<file path="config.mk">
export PLATFORM = sky130hd
export DESIGN_NAME = serializer_tx
export DESIGN_NICKNAME = d
export VERILOG_FILES = /design/src/rtl/ser_pkg.sv /design/src/rtl/ser_timing_gen.sv /design/src/rtl/ser_shift_reg.sv /design/src/rtl/serializer_tx.sv
export SDC_FILE = /design/constraint.sdc
export NUM_CORES = 1
export LEC_CHECK = 0
export ABC_AREA = 0
export CAP_MARGIN = 5
export CORE_AREA = 2 2 46 48
export CTS_CLUSTER_DIAMETER = 30
export DETAILED_ROUTE_END_ITERATION = 12
export DIE_AREA = 0 0 48 50
export DONT_BUFFER_PORTS = 1
export PLACE_DENSITY = 0.71
export SLEW_MARGIN = 5
export SYNTH_ARGS = -nofsm -noshare
export SYNTH_HDL_FRONTEND = slang
export SYNTH_HIERARCHICAL = 1
export SYNTH_SLANG_ARGS = --single-unit
</file>
<file path="constraint.sdc">
create_clock -name clk_i -period 2.2 [get_ports clk_i]
set_clock_uncertainty 0.1 [all_clocks]
set_input_delay 0 -clock clk_i [delete_from_list [all_inputs] [get_ports clk_i]]
set_output_delay 0 -clock clk_i [all_outputs]
set_load 0.01 [all_outputs]
</file>
<file path="src/rtl/ser_pkg.sv">
`timescale 1ns/1ps
package ser_pkg;
  localparam int unsigned SER_WORD_W = 16;
  localparam int unsigned SER_FB_DIV = 16;

  function automatic bit is_pow2(input int unsigned v);
    return (v >= 2) && ((v & (v - 1)) == 0);
  endfunction
endpackage

</file>
<file path="src/rtl/ser_timing_gen.sv">
`timescale 1ns/1ps
module ser_timing_gen #(
  parameter int unsigned WORD_W = ser_pkg::SER_WORD_W,
  parameter int unsigned FB_DIV = ser_pkg::SER_FB_DIV
) (
  input  logic clk_i,
  input  logic rst_ni,
  output logic load_o,
  output logic pclk_o,
  output logic fb_clk_o
);
  localparam int unsigned CW = $clog2(WORD_W);
  localparam int unsigned FW = $clog2(FB_DIV);
  localparam logic [CW-1:0] CNT_RST  = CW'(WORD_W/2 - 1);
  localparam logic [CW-1:0] CNT_LAST = CW'(WORD_W - 1);
  localparam logic [CW-1:0] HALF_W   = CW'(WORD_W/2);

  initial begin
    if (!ser_pkg::is_pow2(WORD_W) || !ser_pkg::is_pow2(FB_DIV) || FB_DIV > WORD_W)
      $error("ser_timing_gen: WORD_W and FB_DIV must be powers of two, FB_DIV <= WORD_W");
  end

  logic [CW-1:0] cnt_q;
  logic [CW-1:0] cnt_ahead;
  logic          pclk_d, pclk_q;

  // reset phase chosen so the first word-clock rise lands on the first load
  always_ff @(posedge clk_i or negedge rst_ni) begin
    if (!rst_ni) cnt_q <= CNT_RST;
    else         cnt_q <= cnt_q + CW'(1);
  end

  assign load_o    = (cnt_q == CNT_LAST);
  // register input looks one count ahead of the value being loaded
  assign cnt_ahead = cnt_q + CW'(2);
  assign pclk_d    = (cnt_ahead < HALF_W);

  always_ff @(posedge clk_i or negedge rst_ni) begin
    if (!rst_ni) pclk_q <= 1'b0;
    else         pclk_q <= pclk_d;
  end
  assign pclk_o = pclk_q;

  generate
    if (FB_DIV == WORD_W) begin : g_fb_same
      assign fb_clk_o = pclk_q;
    end else begin : g_fb_sub
      localparam logic [FW-1:0] FB_HALF = FW'(FB_DIV/2);
      logic [FW-1:0] fb_ahead;
      logic          fb_q;
      assign fb_ahead = cnt_q[FW-1:0] + FW'(2);
      always_ff @(posedge clk_i or negedge rst_ni) begin
        if (!rst_ni) fb_q <= 1'b0;
        else         fb_q <= (fb_ahead < FB_HALF);
      end
      assign fb_clk_o = fb_q;
    end
  endgenerate

  // assertion support: cycles since the previous strobe
  logic [CW:0] since_ld_q;
  logic        seen_ld_q;
  always_ff @(posedge clk_i or negedge rst_ni) begin
    if (!rst_ni) begin
      since_ld_q <= '0;
      seen_ld_q  <= 1'b0;
    end else if (load_o) begin
      since_ld_q <= '0;
      seen_ld_q  <= 1'b1;
    end else begin
      since_ld_q <= since_ld_q + (CW+1)'(1);
    end
  end

  a_r2_load_one_wide: assert property (@(posedge clk_i) disable iff (!rst_ni)
    load_o |=> !load_o);
  a_r2_load_period: assert property (@(posedge clk_i) disable iff (!rst_ni)
    (load_o && seen_ld_q) |-> (since_ld_q == (CW+1)'(WORD_W - 1)));
  a_r4_pclk_high_on_load: assert property (@(posedge clk_i) disable iff (!rst_ni)
    load_o |-> pclk_o);
endmodule

</file>
<file path="src/rtl/ser_shift_reg.sv">
`timescale 1ns/1ps
module ser_shift_reg #(
  parameter int unsigned WORD_W = ser_pkg::SER_WORD_W
) (
  input  logic              clk_i,
  input  logic              rst_ni,
  input  logic              load_i,
  input  logic [WORD_W-1:0] word_i,
  output logic              ser_o
);
  logic [WORD_W-1:0] sreg_q;

  always_ff @(posedge clk_i or negedge rst_ni) begin
    if (!rst_ni)     sreg_q <= '0;
    else if (load_i) sreg_q <= word_i;
    else             sreg_q <= {sreg_q[WORD_W-2:0], 1'b0};
  end

  assign ser_o = sreg_q[WORD_W-1];

  a_r3_msb_first: assert property (@(posedge clk_i) disable iff (!rst_ni)
    load_i |=> (ser_o == $past(word_i[WORD_W-1])));
endmodule

</file>
<file path="src/rtl/serializer_tx.sv">
`timescale 1ns/1ps
module serializer_tx #(
  parameter int unsigned WORD_W = ser_pkg::SER_WORD_W,
  parameter int unsigned FB_DIV = ser_pkg::SER_FB_DIV
) (
  input  logic              clk_i,
  input  logic              rst_ni,
  input  logic [WORD_W-1:0] word_i,
  output logic              ser_o,
  output logic              pclk_o,
  output logic              load_o,
  output logic              fb_clk_o
);
  logic load_w;

  ser_timing_gen #(.WORD_W(WORD_W), .FB_DIV(FB_DIV)) u_tgen (
    .clk_i    (clk_i),
    .rst_ni   (rst_ni),
    .load_o   (load_w),
    .pclk_o   (pclk_o),
    .fb_clk_o (fb_clk_o)
  );

  ser_shift_reg #(.WORD_W(WORD_W)) u_sreg (
    .clk_i  (clk_i),
    .rst_ni (rst_ni),
    .load_i (load_w),
    .word_i (word_i),
    .ser_o  (ser_o)
  );

  assign load_o = load_w;

  a_r4_pclk_rise_on_load: assert property (@(posedge clk_i) disable iff (!rst_ni)
    $rose(pclk_o) |-> load_o);
  a_r6_idle_zero: assert property (@(posedge clk_i) disable iff (!rst_ni)
    ($past(!rst_ni) && !load_o) |=> !ser_o);

  always @(posedge clk_i) begin
    if (!rst_ni) begin
      a_r1_reset_quiet: assert (!ser_o && !pclk_o && !load_o && !fb_clk_o);
    end
  end
endmodule

</file>
==> summary.md, run 1 <==
| Metric | Value |
|---|---|
| Worst-margin pin slew | `887 ps` |
| Core Util, Final | `0.545` |
| DRT iter0 DRCs | `2` |
| Asr flop ratio synth | `1.00` |
| H-tree level count | `1` |
| Mapped Cells | `48` |
| Fin Setup TNS | `0 ps` |
| Tcrit/Tclk final | `0.835` |
| P_leak | `between 0.4 and 0.5 nW` |
| Routability cong. | `0.667` |
| Postcts setup bufs | `0` |
| Clk Tree Root Cell | `clkbuf_4` |
| Layout Nets | `87` |
| Peak fanout along the critical path | `17` |
| Max-cap violation count | `0` |
| Outcome | `complete, no violations` |
| Max Fclk | `between 0.5 and 0.6 GHz` |
| DR DRC count | `0` |
| Dpl cell area | `840 um2` |
| Source of the worst register-to-register timing path | `u_tgen/cnt_q[1]` |
| Initial cell density of the core | `0.440` |
| I/O Buffers | `0` |
| Layout area overhead | `23.9%` |
| CTS max path bufs | `2` |
| Die height | `approximately 50 um` |
| TritonRoute pass-1 iters | `3` |
| Layout cell share with drive strength beyond 1 | `0.373` |
| EDFF count, synth | `0` |
| Netlist cell types | `15` |
| Largest net degree at the start of global routing | `22` |
| Worst setup path start | `u_tgen/cnt_q[1]` |
| Mean Syn Cell Area | `around 17 um2` |
| Slowest stage cell on the critical path | `dfstp_2` |
| Post-layout min period | `1840 ps` |
| Number of synthesized register bits | `21` |
| Count of final setup violators | `0` |
| Slew HR | `0.407` |
| Initial antenna violation count | `0` |
| Clock sink count | `21` |
| Total track usage | `0.123` |
| WP data arrival | `1740 ps` |
| Area contributors post-synth | `dfrtp_1 (54%), mux2_4 (16%), dfstp_2 (9.4%)` |
| Unrepaired setup endpoints after global routing | `no` |
| CTS Buf Count | `3` |
| Fin cells | `94` |
| Total Wirelength | `1310 um` |
| Num ports | `22` |
| Chip Width | `about 48 um` |
| Post-route ant nets | `0` |
| Most area-hungry cell type in the Yosys netlist | `dfrtp_1` |
| Placed Cells | `73` |
| Vias/cell | `4.55` |
| Synth warn | `6` |
| Top-count cell post-synth | `dfrtp_1` |
| Critical-path cell list | `ha_1 > and3_2 > buf_4` |
| Vias after detailed routing | `428` |
| Setup CP Type | `flop to output port` |
| Pins Over Slew Limit | `0` |
| Rows | `16` |
| Top_reg_cell synth | `dfrtp_1` |
| Clk pin slew, worst setup/hold paths | `120 ps` |
| P per Cell Area | `607 nW/um2` |
| Critical path's largest stage delay | `between 500 and 600 ps` |
| Final Cell Area | `between 1000 and 1500 um2` |
| Wirelength per Cell | `13.9 um` |
| Post-synth top cells | `dfrtp_1 (18), mux2_4 (9), mux2_2 (6)` |
| CTS tree | `done` |
| CP Launch Type | `flop` |
| Setup crit end kind | `output port` |
| First-pass GRT wire length | `2030 um` |
| Yosys top cell area share | `0.538` |
| Syn_nets | `67` |
| Final Hold Vio Count | `0` |
| Required time of the critical path | `2100 ps` |
| Hold Crit Class | `input pin to asynchronous set/reset pin` |
| Clk_lat worst skew | `290 ps` |
| Vias in the first global route | `480` |
| Gr ovfl total | `0` |
| Cell Area, Synth | `about 840 um2` |
| DIE AREA | `approximately 2400 um2` |
| Max VDD drop | `296 uV` |
| Ant diodes | `0` |
| Core Area | `approximately 1900 um2` |
| HPWL after DPL | `796 um` |
| Post-synthesis sequential area ratio | `0.632` |
## worst max-delay path, delay by kind of cell, from the launching register on
family        cells  cell delay [ps]
simple gates      1              500
flops             1              560
buf+inv           1              210
fa+ha+maj         1              180
## where the power goes
part | leakage (nW) | total [mW] | switching (mW) | internal [mW]
sequential | 0.243 | 0.405 | 0.00471 | 0.400
combinational | 0.202 | 0.0481 | 0.0140 | 0.0341
clock | 0.0177 | 0.177 | 0.110 | 0.0675
## final timing paths
kind | cells after the start | end | slack, ps
worst max-delay path | 3 | load_o | 360
worst min-delay path | 1 | u_sreg/sreg_q[12] | 160
worst max register to register | 3 | u_sreg/sreg_q[1] | 370
worst min register to register | 1 | u_tgen/cnt_q[0] | 370
max in group asynchronous | 1 | u_tgen/cnt_q[3] | 1290
min in group clk_i | 2 | u_sreg/sreg_q[0] | 280
## what timing repair did
action                     in CTS  in global routing
hold buffers                   17                  0
setup endpoints to repair       0                  0
resized for setup               0                  0
hold endpoints to repair       37                  0
## layout make-up
| class | count | area (um2) |
|---|---|---|
| Timing Repair Buffer | 18 | 178 |
| Clock inverter | 1 | 5.00 |
| Tap cell | 27 | 33.8 |
| Fill cell | 158 | 865 |
| Sequential cell | 21 | 529 |
| Inverter | 1 | 3.75 |
| Multi-Input combinational cell | 23 | 265 |
| Clock buffer | 3 | 22.5 |
## layer usage
| layer | up-vias | share of wire | global-route usage |
|---|---|---|---|
| met5 | - | 0 | 0 |
| met3 | 2 | 0.030 | 0.0220 |
| li1 | 196 | - | - |
| met2 | 12 | 0.54 | 0.202 |
| met4 | 0 | 0.015 | 0.0541 |
| met1 | 218 | 0.41 | 0.148 |
## placed cells by master, fill, tap and decap left out, drive strengths merged
cell type,instances
clkinv,1
dlygate4sd3,17
mux2,15
nand2,1
ha,1
dfstp,3
xnor2,1
and3,1
xor2,2
dfrtp,18
nand3,1
inv,1
clkbuf,3
and2,1
buf,1
## flip-flops by register name, indices dropped and copies added (netlist names)
name,count
u_sreg/sreg_q,16
u_tgen/fb_clk_o,1
u_tgen/cnt_q,4
## per-stage QoR
step	hold WS (ps)	worst slack, ps	total power [mW]
after floorplan	-396	517	0.426
after global placement	-395	421	0.428
after detailed placement	-395	386	0.429
after CTS	185	328	0.641
after global routing	251	266	0.664
final	161	363	0.630
## kinds of logic after synthesis
family	Yosys count	synth area share
flops	21	0.632
simple gates	4	0.0284
mux	15	0.242
buf+inv	4	0.0508
fa+ha+maj	1	0.0149
xor+xnor	3	0.0314
(Power assumes the default switching activity.)
==> run 2: changes to the inputs <==
--- a/config.mk
+++ b/config.mk
@@ -5,7 +5,7 @@
 export SDC_FILE = /design/constraint.sdc
 export NUM_CORES = 1
 export LEC_CHECK = 0
-export ABC_AREA = 0
+export ABC_AREA = 1
 export CAP_MARGIN = 5
 export CORE_AREA = 2 2 46 48
 export CTS_CLUSTER_DIAMETER = 30
==> constraint.sdc (replaced) <==
create_clock -name clk_i -period 1.72 [get_ports clk_i]
set_clock_uncertainty 0.1 [all_clocks]
set_input_delay 0 -clock clk_i [delete_from_list [all_inputs] [get_ports clk_i]]
set_output_delay 0 -clock clk_i [all_outputs]
set_load 0.01 [all_outputs]
==> summary.md, run 2 <==
| Metric | Value |
|---|---|
| Vias/cell | `4.41 (-3.1%)` |
| Comb pwr share | `0.070 (-0.006)` |
| Setup CP Type | `flop to output port` |
| CTS Buf Count | `3 (unchanged)` |
| Final Hold Vio Count | `0 (unchanged)` |
| Post-synth top cells | `nand2_1 (47), dfrtp_1 (18), nand2_2 (5)` |
| H-tree level count | `1 (unchanged)` |
| Sw power | `0.170 mW (+32%)` |
| Asr flop ratio synth | `1.00 (unchanged)` |
| Gr ovfl total | `0 (unchanged)` |
| WP data arrival | `1520 ps (-220 ps)` |
| Setup crit end kind | `output port` |
| Netlist cell types | `14 (-1)` |
| Final Cell Area | `1120 um2 (+8.2%)` |
| Largest net degree at the start of global routing | `22 (unchanged)` |
| Mapped Cells | `87 (+81%)` |
| Chip Width | `48 um (unchanged)` |
| FILL cells | `172 (+8.9%)` |
| CTS tree | `done` |
| CTS max path bufs | `2 (unchanged)` |
| DRT iter0 DRCs | `2 (unchanged)` |
| DIE AREA | `2400 um2 (unchanged)` |
| TritonRoute pass-1 iters | `4 (+1)` |
| Top_reg_cell synth | `dfrtp_1` |
| P_leak | `0.560 nW (+21%)` |
| Critical path's largest stage delay | `580 ps (+20 ps)` |
| Sw Ratio | `0.212 (+0.00758)` |
| Fin Setup TNS | `0 ps (unchanged)` |
| Max VDD drop | `461 uV (+56%)` |
| DR DRC count | `0 (unchanged)` |
| Critical-path cell list | `ha_1 > nand2_1 > nor2_2 > buf_12 > buf_4` |
| Peak fanout along the critical path | `7 (-10)` |
| Max FFs per register | `16 (unchanged)` |
| Vias in the first global route | `558 (+16%)` |
| Total track usage | `0.142 (+0.0192)` |
| Required time of the critical path | `1620 ps (-480 ps)` |
| Hold_ws | `156 ps (-5.49 ps)` |
| Clock network power share | `0.282 (about the same)` |
| I/O Buffers | `0 (unchanged)` |
| CP Launch Type | `flop` |
| Max-cap violation count | `0 (unchanged)` |
| Routability cong. | `0.667 (about the same)` |
| Hold Crit Class | `input pin to asynchronous set/reset pin` |
| Top-count cell post-synth | `nand2_1` |
| Total Wirelength | `1540 um (+18%)` |
| Rows | `16 (unchanged)` |
| Vias after detailed routing | `609 (+42%)` |
| Ant diodes | `0 (unchanged)` |
| Dpl cell area | `860 um2 (+2.4%)` |
| Initial cell density of the core | `0.446 (+0.00592)` |
| Clock sink count | `21 (unchanged)` |
| Int Power | `0.631 mW (+26%)` |
| Pins Over Slew Limit | `0 (unchanged)` |
| Flop pwr share | `0.648 (+0.006)` |
| Most area-hungry cell type in the Yosys netlist | `dfrtp_1` |
| Clk_lat worst skew | `300 ps (about the same)` |
| Commonest non-fill, non-tap cell in the layout | `nand2_1` |
| Slew HR | `0.411 (+0.00440)` |
| Worst R2R Path Depth | `8 (+5)` |
| Commonest cells after routing, fill and taps aside | `nand2_1 (47), dfrtp_1 (18), dlygate4sd3_1 (17)` |
| Worst-margin pin slew | `880 ps (-6.58 ps)` |
| Clk Tree Root Cell | `clkbuf_4` |
| Slowest stage cell on the critical path | `dfstp_2` |
| Layout cell share with drive strength beyond 1 | `0.189 (-0.184)` |
| Mean Syn Cell Area | `9.75 um2 (-44%)` |
| Unrepaired setup endpoints after global routing | `no` |
| Cell Area, Synth | `848 um2 (+1.3%)` |
| Core Area | `1900 um2 (unchanged)` |
| Max Fclk | `0.619 GHz` |
| Num ports | `22 (unchanged)` |
| Layout Nets | `131 (+51%)` |
| Count of final setup violators | `0 (unchanged)` |
| First-pass GRT wire length | `2280 um (+12%)` |
| Post-synthesis sequential area ratio | `0.624 (-0.00839)` |
| Clk pin slew, worst setup/hold paths | `110 ps (about the same)` |
| Syn_nets | `106 (+58%)` |
| Outcome | `complete, no violations` |
| Post-layout min period | `1620 ps` |
| Synth warn | `6 (unchanged)` |
| Register with the most flip-flops | `u_sreg/sreg_q` |
| EDFF count, synth | `0 (unchanged)` |
| Yosys top cell area share | `0.531 (-0.00714)` |
| Tcrit/Tclk final | `0.939` |
| Core Util, Final | `0.590 (+0.0447)` |
| Layout area overhead | `32.3%` |
| Area contributors post-synth | `dfrtp_1 (53%), nand2_1 (21%), dfstp_2 (9.3%)` |
| Wirelength per Cell | `11.2 um (-20%)` |
| Number of synthesized register bits | `21 (unchanged)` |
| P per Cell Area | `714 nW/um2 (+17%)` |
| Post-route ant nets | `0 (unchanged)` |
| Initial antenna violation count | `0 (unchanged)` |
| Die height | `50 um (unchanged)` |
[run 2: cell families after synthesis]
family	after synthesis	share of synthesized area
XOR/XNOR	1	0.0103
adder cells (fa/ha/maj)	1	0.0147
buffers and inverters	8	0.0826
flip-flops	21	0.624
AND/OR/NAND/NOR	56	0.268
[run 2: area by class of cell]
cell class / count / area [um2] / area share
Multi-Input combinational cell: 58 / 251 / 0.224
Clock inverter: 1 / 5.00 / 0.00446
Timing Repair Buffer: 24 / 260 / 0.232
Sequential cell: 21 / 529 / 0.472
Inverter: 4 / 20.0 / 0.0178
Clock buffer: 3 / 22.5 / 0.0201
Tap cell: 27 / 33.8 / 0.0301
[run 2: through the flow]
stage	total power, mW	setup WS [ps]	std cells
5_1_grt	0.843	19.4	138
3_5_place_dp	0.544	166	112
4_1_cts	0.814	41.9	133
6_report	0.801	104	138
2_1_floorplan	0.540	83.2	87
3_3_place_gp	0.542	192	112
[run 2: power by group through the flow]
| stage | logic [mW] | registers [mW] | clock network [mW] |
|---|---|---|---|
| after CTS | 0.0570 | 0.518 | 0.238 |
| after global placement | 0.0147 | 0.527 | 0 |
| final | 0.0563 | 0.519 | 0.226 |
| after detailed placement | 0.0162 | 0.528 | 0 |
| after floorplan | 0.0134 | 0.526 | 0 |
| after global routing | 0.0635 | 0.521 | 0.259 |
[run 2: layer usage]
layer	vias up	wire, um	GRT usage
met2	14	790	0.224
met5	-	0	0
li1	308	-	-
met4	0	35	0.0811
met3	4	66	0.0476
met1	283	647	0.158
[run 2: path summary, 6_finish.rpt]
kind                                  startpoint           endpoint  slack [ps]
worst max-delay path             u_tgen/cnt_q[1]             load_o         100
worst min-delay path                      rst_ni  u_sreg/sreg_q[11]         160
worst max register to register   u_tgen/cnt_q[1]   u_sreg/sreg_q[4]         130
worst min register to register  u_sreg/sreg_q[7]   u_sreg/sreg_q[8]         350
max in group asynchronous                 rst_ni    u_tgen/fb_clk_o         830
min in group clk_i                     word_i[0]   u_sreg/sreg_q[0]         230
[run 2: worst max-delay path, delay by kind of cell (launching register included)]
| family | cells | cell delay, ps |
|---|---|---|
| buffers and inverters | 2 | 260 |
| AND/OR/NAND/NOR | 2 | 200 |
| flip-flops | 1 | 580 |
| adder cells (fa/ha/maj) | 1 | 190 |
[run 2: timing repair]
item                                    in CTS  in global routing
setup buffers                                0                  5
hold endpoints to repair                    37                  0
cloned                                       0                  0
endpoints found under the setup margin       1                  1
hold buffers                                17                  0
gates resized for setup                      1                  0
==> run 3: changes to the inputs <==
--- a/config.mk
+++ b/config.mk
@@ -12,6 +12,7 @@
 export DETAILED_ROUTE_END_ITERATION = 12
 export DIE_AREA = 0 0 48 50
 export DONT_BUFFER_PORTS = 1
+export MAX_ROUTING_LAYER = met4
 export PLACE_DENSITY = 0.71
 export SLEW_MARGIN = 5
 export SYNTH_ARGS = -nofsm -noshare
==> constraint.sdc (replaced) <==
create_clock -name clk_i -period 1.72 [get_ports clk_i]
set_clock_uncertainty 0.1 [all_clocks]
set_input_delay 0.086 -clock clk_i [delete_from_list [all_inputs] [get_ports clk_i]]
set_output_delay 0.086 -clock clk_i [all_outputs]
set_load 0.01 [all_outputs]
==> summary.md, run 3 (synthesized netlist as in run 2, its figures left out) <==
| Metric | Value |
|---|---|
| Vias after detailed routing | `603 (-0.99%)` |
| Count of final setup violators | `0 (unchanged)` |
| Layout Nets | `130 (-0.76%)` |
| Peak fanout along the critical path | `3 (-4)` |
| Final Hold Vio Count | `0 (unchanged)` |
| WP data arrival | `1440 ps (-80 ps)` |
| CTS max path bufs | `2 (unchanged)` |
| I/O Buffers | `0 (unchanged)` |
| Clk Tree Root Cell | `clkbuf_4` |
| Gr ovfl total | `0 (unchanged)` |
| Tcrit/Tclk final | `0.948 (+0.00805)` |
| First-pass GRT wire length | `2360 um (+3.6%)` |
| PnR worst setup slack | `90.3 ps (-13.9 ps)` |
| H-tree level count | `1 (unchanged)` |
| Worst reg2reg path endpoint | `u_sreg/sreg_q[4]` |
| DIE AREA | `2400 um2 (unchanged)` |
| Clk pin slew, worst setup/hold paths | `110 ps (about the same)` |
| Max-cap violation count | `0 (unchanged)` |
| CTS Buf Count | `3 (unchanged)` |
| Final Cell Area | `1110 um2 (-1.4%)` |
| TritonRoute pass-1 iters | `4 (unchanged)` |
| Source of the worst register-to-register timing path | `u_tgen/cnt_q[1]` |
| CTS tree | `done` |
| DRT iter0 DRCs | `7 (+5)` |
| Ant diodes | `0 (unchanged)` |
| Slowest stage cell on the critical path | `dfstp_2` |
| Setup CP Type | `flop to output port` |
| Setup crit end kind | `output port` |
| Critical-path cell list | `ha_4 > nand2_1 > nor2_2 > buf_12 > buf_4` |
| Largest net degree at the start of global routing | `22 (unchanged)` |
| Critical path's largest stage delay | `570 ps (about the same)` |
| Layout area overhead | `30.4%` |
| Pins Over Slew Limit | `0 (unchanged)` |
| Vias/cell | `4.40 (-0.26%)` |
| Initial cell density of the core | `0.446 (unchanged)` |
| FF-to-FF setup slack | `130 ps (about the same)` |
| Max VDD drop | `459 uV (-0.52%)` |
| Chip Width | `48 um (unchanged)` |
| DR DRC count | `0 (unchanged)` |
| Total track usage | `0.152 (+0.0102)` |
| Pre-CTS setup slack | `166 ps (unchanged)` |
| Layout cell share with drive strength beyond 1 | `0.191 (+0.00172)` |
| Worst-margin pin slew | `897 ps (+16.4 ps)` |
| Max Fclk | `0.614 GHz (-0.85%)` |
| Commonest non-fill, non-tap cell in the layout | `nand2_1` |
| Clk_lat worst skew | `290 ps (about the same)` |
| P per Cell Area | `721 nW/um2 (+1.0%)` |
| Worst R2R Path Depth | `8 (unchanged)` |
| Max FFs per register | `16 (unchanged)` |
| Routability cong. | `0.673 (+0.98%)` |
| Clock sink count | `21 (unchanged)` |
| Outcome | `complete, no violations` |
| Core Area | `1900 um2 (unchanged)` |
| Post-layout min period | `1630 ps (+13.9 ps)` |
| Register with the most flip-flops | `u_sreg/sreg_q` |
| Required time of the critical path | `1530 ps (-90 ps)` |
| Num ports | `22 (unchanged)` |
| Vias in the first global route | `586 (+5.0%)` |
| Post-route ant nets | `0 (unchanged)` |
| Slew HR | `0.400 (-0.0110)` |
| Commonest cells after routing, fill and taps aside | `nand2_1 (47), dfrtp_1 (18), dlygate4sd3_1 (17)` |
| Wirelength per Cell | `10.8 um (-2.9%)` |
| Dpl cell area | `860 um2 (unchanged)` |
| Initial antenna violation count | `0 (unchanged)` |
| Total Wirelength | `1490 um (-3.6%)` |
| Rows | `16 (unchanged)` |
| Hold Crit Class | `input pin to asynchronous set/reset pin` |
| P_leak | `0.549 nW (-1.9%)` |
| Die height | `50 um (unchanged)` |
| CP Launch Type | `flop` |
-- run 3: cell count changes in the layout (fill, tap and decap cells not counted), sizes merged --
cell / previous run / this run
buf: 7 / 6
-- run 3: routing by layer --
metal  up-vias  track usage  share of wire
li1        307            -              -
met1       282        0.167           0.42
met2        12        0.231           0.52
met3         2       0.0440          0.042
met4         0       0.0946          0.013
met5         -            -              0
-- run 3: worst max path at each step --
stage                     depth (start not counted)  slack (ps)                to             from
after detailed placement                          7         170  u_sreg/sreg_q[4]  u_tgen/cnt_q[1]
after floorplan                                   8          80  u_sreg/sreg_q[4]  u_tgen/cnt_q[1]
final                                             5          90            load_o  u_tgen/cnt_q[1]
after global placement                            7         190  u_sreg/sreg_q[4]  u_tgen/cnt_q[1]
after global routing                              5          -1            load_o  u_tgen/cnt_q[1]
after CTS                                         8          40  u_sreg/sreg_q[9]  u_tgen/cnt_q[0]
-- run 3: layout make-up --
class / instances / area (um2)
Timing Repair Buffer: 23 / 231
Tap cell: 27 / 33.8
Clock buffer: 3 / 22.5
Clock inverter: 1 / 5.00
Multi-Input combinational cell: 58 / 264
Fill cell: 172 / 796
Sequential cell: 21 / 529
Inverter: 4 / 20.0
-- run 3: report_power, final --
part	total (mW)	internal [mW]	switching [mW]
registers	0.518	0.511	0.00695
clock network	0.223	0.0865	0.137
logic	0.0558	0.0332	0.0226
-- run 3: through the flow --
step	TNS, ps	utilization	total power [mW]	hold slack (ps)	std cells
6_report	0	0.582	0.797	252	137
5_1_grt	-1.23	0.582	0.846	314	137
4_1_cts	0	0.569	0.814	278	136
3_5_place_dp	0	0.452	0.544	-309	112
3_3_place_gp	0	0.452	0.542	-309	112
2_1_floorplan	0	-	0.540	-310	87
-- run 3: critical path: cells and delay by family, from the launching register on --
family                     cells  cell delay [ps]
adders and majority gates      1              140
buffers and inverters          2              230
DFF                            1              570
and+or+nand+nor                2              210
-- run 3: what timing repair did --
action / in CTS / in global routing
pin swaps: 0 / 1
setup endpoints to repair: 1 / 16
cloned: 0 / 0
hold buffers: 17 / 0
endpoints found under the hold margin: 37 / 0
resized for setup: 1 / 3
buffers inserted: 3 / 1
